===== config.mk =====
export PLATFORM = sky130hd
export DESIGN_NAME = brk_channel
export DESIGN_NICKNAME = d
export VERILOG_FILES = /design/src/rtl/brk_pkg.sv /design/src/rtl/brk_regs.sv /design/src/rtl/brk_addr_cmp.sv /design/src/rtl/brk_cycle_qual.sv /design/src/rtl/brk_channel.sv
export SDC_FILE = /design/constraint.sdc
export NUM_CORES = 1
export LEC_CHECK = 0
export BUFFER_PORTS_ARGS = -buffer_cell sky130_fd_sc_hd__buf_2
export CORE_MARGIN = 8
export CORE_UTILIZATION = 39
export CTS_BUF_LIST = sky130_fd_sc_hd__clkbuf_4 sky130_fd_sc_hd__clkbuf_8
export CTS_CLUSTER_DIAMETER = 200
export DETAILED_ROUTE_END_ITERATION = 8
export GPL_TIMING_DRIVEN = 0
export PLACE_DENSITY = 0.67
export SLEW_MARGIN = 30
export SYNTH_ARGS = -nofsm -noshare
export SYNTH_HDL_FRONTEND = slang
export SYNTH_HIERARCHICAL = 1
export SYNTH_SLANG_ARGS = --single-unit

===== constraint.sdc =====
create_clock -name clk -period 1.65 [get_ports clk]
set_input_delay 0.0825 -clock clk [delete_from_list [all_inputs] [get_ports clk]]
set_output_delay 0.0825 -clock clk [all_outputs]
set_load 0.05 [all_outputs]

===== src/rtl/brk_pkg.sv =====
package brk_pkg;

    typedef enum logic [2:0] {
        MSK_FULL = 3'b000,
        MSK_LO_A = 3'b001,
        MSK_LO_B = 3'b010,
        MSK_NONE = 3'b011,
        MSK_LO_C = 3'b100,
        MSK_LO_D = 3'b101
    } mask_code_e;

    typedef enum logic [1:0] {
        SEL_ADDR = 2'b00,
        SEL_CTRL = 2'b01,
        SEL_COND = 2'b10,
        SEL_NONE = 2'b11
    } reg_sel_e;

    typedef enum logic {
        ST_IDLE = 1'b0,
        ST_FIRE = 1'b1
    } brk_state_e;

    typedef struct packed {
        logic [2:0] size_code;
        logic [1:0] type_sel;
        logic [1:0] dir_sel;
    } cond_t;

endpackage


===== src/rtl/brk_regs.sv =====
module brk_regs
    import brk_pkg::*;
#(
    parameter int ADDR_W = 32
) (
    input  logic              clk,
    input  logic              rst_n,
    input  logic              stby,
    input  logic              reg_we,
    input  logic [1:0]        reg_sel,
    input  logic [31:0]       reg_wdata,
    output logic [31:0]       reg_rdata,
    output logic [ADDR_W-1:0] ref_addr,
    output logic [2:0]        mask_code,
    output cond_t             cond
);

    logic [ADDR_W-1:0] addr_q;
    logic [2:0]        code_q;
    cond_t             cond_q;
    logic [2:0]        code_in;
    logic              code_ok;
    logic              wr_en;

    assign wr_en   = reg_we && !stby;
    assign code_in = {reg_wdata[3], reg_wdata[1], reg_wdata[0]};
    assign code_ok = !(code_in[2] && code_in[1]);

    always_ff @(posedge clk or negedge rst_n) begin
        if (!rst_n) begin
            addr_q <= '0;
            code_q <= MSK_FULL;
            cond_q <= '0;
        end else if (wr_en) begin
            unique case (reg_sel_e'(reg_sel))
                SEL_ADDR: addr_q <= reg_wdata[ADDR_W-1:0];
                SEL_CTRL: if (code_ok) code_q <= code_in;
                SEL_COND: begin
                    cond_q.size_code <= {reg_wdata[6], reg_wdata[1:0]};
                    cond_q.type_sel  <= reg_wdata[5:4];
                    cond_q.dir_sel   <= reg_wdata[3:2];
                end
                SEL_NONE: ;
            endcase
        end
    end

    always_comb begin
        reg_rdata = '0;
        unique case (reg_sel_e'(reg_sel))
            SEL_ADDR: reg_rdata[ADDR_W-1:0] = addr_q;
            SEL_CTRL: reg_rdata[3:0] = {code_q[2], 1'b0, code_q[1:0]};
            SEL_COND: reg_rdata[6:0] = {cond_q.size_code[2], cond_q.type_sel,
                                        cond_q.dir_sel, cond_q.size_code[1:0]};
            SEL_NONE: reg_rdata = '0;
        endcase
    end

    assign ref_addr  = addr_q;
    assign mask_code = code_q;
    assign cond      = cond_q;

    a_r4_no_reserved_code: assert property (@(posedge clk) disable iff (!rst_n)
        !(code_q[2] && code_q[1]));

    a_r7_standby_hold: assert property (@(posedge clk) disable iff (!rst_n)
        stby |=> ($stable(addr_q) && $stable(code_q) && $stable(cond_q)));

    a_r4_reserved_write_ignored: assert property (@(posedge clk) disable iff (!rst_n)
        (reg_we && reg_sel == SEL_CTRL && reg_wdata[3] && reg_wdata[1]) |=> $stable(code_q));

endmodule


===== src/rtl/brk_addr_cmp.sv =====
module brk_addr_cmp
    import brk_pkg::*;
#(
    parameter int ADDR_W = 32,
    parameter int DROP_A = 10,
    parameter int DROP_B = 12,
    parameter int DROP_C = 16,
    parameter int DROP_D = 20
) (
    input  logic [ADDR_W-1:0] bus_addr,
    input  logic [ADDR_W-1:0] ref_addr,
    input  logic [2:0]        mask_code,
    output logic              addr_hit
);

    localparam int DROP_W = $clog2(ADDR_W + 1);

    logic [DROP_W-1:0] drop;
    logic [ADDR_W-1:0] bit_ok;

    always_comb begin
        drop = '0;
        unique case (mask_code)
            MSK_FULL: drop = '0;
            MSK_LO_A: drop = DROP_W'(DROP_A);
            MSK_LO_B: drop = DROP_W'(DROP_B);
            MSK_NONE: drop = DROP_W'(ADDR_W);
            MSK_LO_C: drop = DROP_W'(DROP_C);
            MSK_LO_D: drop = DROP_W'(DROP_D);
            default:  drop = '0;
        endcase
    end

    for (genvar i = 0; i < ADDR_W; i++) begin : g_bit
        assign bit_ok[i] = (DROP_W'(i) < drop) || (bus_addr[i] == ref_addr[i]);
    end

    assign addr_hit = &bit_ok;

endmodule


===== src/rtl/brk_cycle_qual.sv =====
module brk_cycle_qual
    import brk_pkg::*;
(
    input  cond_t      cond,
    input  logic       bus_ifetch,
    input  logic       bus_write,
    input  logic [1:0] bus_size,
    output logic       cycle_hit
);

    logic type_ok;
    logic dir_ok;
    logic size_ok;

    always_comb begin
        type_ok = bus_ifetch ? cond.type_sel[0] : cond.type_sel[1];
        dir_ok  = bus_write  ? cond.dir_sel[1]  : cond.dir_sel[0];
        unique case (cond.size_code)
            3'b000:  size_ok = 1'b1;
            3'b001:  size_ok = (bus_size == 2'b00);
            3'b010:  size_ok = (bus_size == 2'b01);
            3'b011:  size_ok = (bus_size == 2'b10);
            3'b100:  size_ok = (bus_size == 2'b11);
            default: size_ok = 1'b0;
        endcase
    end

    assign cycle_hit = type_ok && dir_ok && size_ok;

endmodule


===== src/rtl/brk_channel.sv =====
module brk_channel
    import brk_pkg::*;
#(
    parameter int ADDR_W = 32,
    parameter int DROP_A = 10,
    parameter int DROP_B = 12,
    parameter int DROP_C = 16,
    parameter int DROP_D = 20
) (
    input  logic              clk,
    input  logic              rst_n,
    input  logic              stby,
    input  logic              reg_we,
    input  logic [1:0]        reg_sel,
    input  logic [31:0]       reg_wdata,
    output logic [31:0]       reg_rdata,
    input  logic              bus_valid,
    input  logic [ADDR_W-1:0] bus_addr,
    input  logic              bus_ifetch,
    input  logic              bus_write,
    input  logic [1:0]        bus_size,
    output logic              brk_req
);

    logic [ADDR_W-1:0] ref_addr;
    logic [2:0]        mask_code;
    cond_t             cond;
    logic              addr_hit;
    logic              cycle_hit;
    logic              hit;
    brk_state_e        state_q;
    brk_state_e        state_d;

    brk_regs #(.ADDR_W(ADDR_W)) u_regs (
        .clk       (clk),
        .rst_n     (rst_n),
        .stby      (stby),
        .reg_we    (reg_we),
        .reg_sel   (reg_sel),
        .reg_wdata (reg_wdata),
        .reg_rdata (reg_rdata),
        .ref_addr  (ref_addr),
        .mask_code (mask_code),
        .cond      (cond)
    );

    brk_addr_cmp #(
        .ADDR_W (ADDR_W),
        .DROP_A (DROP_A),
        .DROP_B (DROP_B),
        .DROP_C (DROP_C),
        .DROP_D (DROP_D)
    ) u_addr (
        .bus_addr  (bus_addr),
        .ref_addr  (ref_addr),
        .mask_code (mask_code),
        .addr_hit  (addr_hit)
    );

    brk_cycle_qual u_qual (
        .cond       (cond),
        .bus_ifetch (bus_ifetch),
        .bus_write  (bus_write),
        .bus_size   (bus_size),
        .cycle_hit  (cycle_hit)
    );

    assign hit = bus_valid && addr_hit && cycle_hit;

    // state register
    always_ff @(posedge clk or negedge rst_n) begin
        if (!rst_n) state_q <= ST_IDLE;
        else        state_q <= state_d;
    end

    // transitions: T_HIT, T_AGAIN, T_DROP
    always_comb begin
        state_d = state_q;
        unique case (state_q)
            ST_IDLE: state_d = hit ? ST_FIRE : ST_IDLE;
            ST_FIRE: state_d = hit ? ST_FIRE : ST_IDLE;
        endcase
    end

    // output
    always_comb begin
        brk_req = (state_q == ST_FIRE);
    end

    a_r11_req_needs_valid: assert property (@(posedge clk) disable iff (!rst_n)
        brk_req |-> $past(bus_valid));

    a_r11_req_follows_hit: assert property (@(posedge clk) disable iff (!rst_n)
        brk_req |-> $past(addr_hit && cycle_hit));

    a_r11_hit_raises_req: assert property (@(posedge clk) disable iff (!rst_n)
        hit |=> brk_req);

    a_r5_cond_upper_zero: assert property (@(posedge clk) disable iff (!rst_n)
        (reg_sel == SEL_COND) |-> (reg_rdata[31:7] == '0));

endmodule


==> flow_metrics.tcl <==
set metrics [dict create \
    post-route-min-period_ns 1.67 \
    placedCellCount 387 \
    die_w_microns 96.7 \
    violations "setup timing" \
    cp.required_ns 1.88 \
    ys_ff_latch 43 \
    cp-end-kind "flop" \
    ff2ff_setup_slack_ns -0.02 \
    io_buffer_count 107 \
    min-delay-path-class "input pin to flop" \
    num_vias 1948 \
    cts_root_buf "clkbuf_8" \
    yosysMostFrequentCell "dfrtp_1" \
    slew_headroom_pct 62.8 \
    worstMarginPinSlew_ns 0.557 \
    grt_overflow_total 0 \
    max_freq_mhz 598 \
    startpoint_type "flop" \
    start_util_pct 40.2 \
    ys_warn_count 6 \
    wire_per_inst_microns 16.7 \
    hpwl_mm 5.25 \
    io_pins 108 \
    setup_ws_ns -0.0220 \
    yosys-top-cells-count "dfrtp_1 (43), xor2_1 (30), and2_1 (25)" \
    cts_buffers 5 \
    grt_pass1_vias 2241 \
    grt_pass1_wl_mm 10.9 \
    fin_util_pct 52.5 \
    synth_top_cell_area_share_pct 42.3 \
    status "finished, violations left" \
    rows 29 \
    drtIter0Drc 53 \
    finClkSkew_ns 0.00183 \
    ys_types 30 \
    clockBufferDepth 2 \
    hold_viol 0 \
    drt_first_pass_iters 4 \
    antenna_cells 0 \
    cp.arrival_ns 1.90 \
    slew_violations 0 \
    vias_per_cell 4.92 \
    drcViolationCount 0 \
    crit_fanout 3 \
    cpPeakStageDelay_ns 0.40 \
    whs_ns 0.0184 \
    clk_latency_ns 0.29 \
    avgSynthCellArea_sq_um 12.5 \
    core_area_sq_mm 0.00631 \
    layoutNonFillerInstCount 396 \
    ctsHtreeMaxLevel 2 \
    syn_nets 278 \
    preCtsSetupSlack_ns -0.265 \
    worstSetupPathType "flop to flop" \
    ys_seq_area_share_pct 42.3 \
    setup_violations 1 \
    ant_nets 0 \
    leakage_nw 1.69 \
    grt_max_degree 44 \
    netlist_instances 203 \
    synth_top_cell_by_area "dfrtp_1" \
    path_clk_slew_ns 0.08 \
    ys.flop_type "dfrtp_1" \
    grt_antenna_before_repair 0 \
    min_period_over_period_pct 101 \
    grt_usage_pct 14.0 \
    gp_congestion 0.751 \
    synth_edf_count 0 \
    drive_gt1_share_pct 55.8 \
    power.density_mw_per_mm2 1010 \
    synth_area_sq_mm 0.00254 \
    async_flop_share_pct 100 \
    cts_sinks 43 \
    dieArea_sq_mm 0.00935 \
    rsz0062_at_grt "yes" \
    min_delay_path_depth 2 \
    rr_worst_depth 5 \
    die_height_microns 96.7 \
    tritoncts "done" \
    cap_violations 0 \
    max-vdd-ir-drop_mv 0.518 \
    cp_slowest_cell "dfrtp_1" \
    area_growth_pct 30.5 \
    path_cells "xor2_1 -> o41ai_2 -> nand4_1 -> a221oi_2 -> and3_1" \
    final_nets 395 \
    drt_wl_total_mm 6.60 \
    ys_top_cells_by_area "dfrtp_1 (42%), mux2_4 (14%), xor2_1 (10%)" \
    totalNegativeSetupSlack_ns -0.0220 \
]
[path summary, 6_finish.rpt]
path                                                 start                         endpoint
setup / recovery           u_regs/ref_addr[17]$_DFFE_PN0P_                brk_req$_DFF_PN0_
hold / removal                               reg_wdata[29]  u_regs/ref_addr[29]$_DFFE_PN0P_
setup reg to reg           u_regs/ref_addr[17]$_DFFE_PN0P_                brk_req$_DFF_PN0_
hold reg to reg                 u_regs/cond[3]$_DFFE_PN0P_       u_regs/cond[3]$_DFFE_PN0P_
max in group asynchronous                            rst_n  u_regs/ref_addr[31]$_DFFE_PN0P_
min in group asynchronous                            rst_n                brk_req$_DFF_PN0_
[state kept, by name, indices dropped and copies added, names as in the netlist]
signal	flops
u_regs/mask_code	3
u_regs/cond	7
u_regs/ref_addr	32
brk_req	1
[critical path: cells and delay by family, from the launching register on]
kind / cells / cell delay, ns
xor+xnor: 1 / 0.17
compound gates: 2 / 0.64
simple gates: 2 / 0.40
flops: 1 / 0.40
[logic make-up (layout without fill, tap and decap cells)]
| family | after synthesis | after routing | share of synthesized area (%) |
|---|---|---|---|
| flops | 43 | 43 | 42.3 |
| compound gates | 9 | 9 | 2.51 |
| mux | 51 | 51 | 25.6 |
| simple gates | 59 | 59 | 15.8 |
| xor+xnor | 32 | 32 | 11.0 |
| buf+inv | 9 | 125 | 2.81 |
[power breakdown]
part	internal, W	leakage [nW]	switching [W]
sequential	0.00128	0.518	0.000230
combinational	0.000579	1.13	0.000637
clock	0.000299	0.0406	0.000332
total	0.00216	1.69	0.00120
[final cells by class]
class | instances | area [sq um]
sequential | 43 | 1080
timing repair buffer | 110 | 563
inverter | 1 | 3.75
tap | 77 | 96.3
fill | 617 | 3000
buffer | 8 | 70.1
multi-input combinational | 151 | 1430
clock buffer | 6 | 76.3
[cells in the final DEF, fill, tap and decap left out, drive strengths merged, types with 2 or more instances in the layout]
cell / count
buf: 115
dfrtp: 43
mux2: 42
xor2: 30
and2: 25
mux2i: 9
nor2: 8
clkbuf: 8
nor4: 8
nand2: 6
o21ai: 4
xnor2: 2
nor3: 2
and4bb: 2
nor4b: 2
[metrics by stage]
step	power, W	cell area, sq um
after global placement	0.00267	3170
after CTS	0.00339	3300
final	0.00336	3320
after global routing	0.00356	3320
after floorplan	0.00235	2540
after detailed placement	0.00271	3180
[metal layers]
metal  vias to the layer above  track usage, %  wire length [microns]
li1                        943               -                      -
met1                       939            16.8                   2730
met2                        62            23.5                   3370
met3                         4            4.48                    450
met4                         0            3.20                     47
met5                         -               0                      0
[timing repair]
| action | 4_1_cts | 5_1_grt |
|---|---|---|
| endpoints found under the setup margin | 21 | 13 |
| gates resized for setup | 5 | 5 |
| setup buffers | 1 | 1 |
| pin swaps | 3 | 5 |
| hold buffers | 1 | 0 |
| hold endpoints to repair | 43 | 0 |
Power figures use the tool's default switching activity.
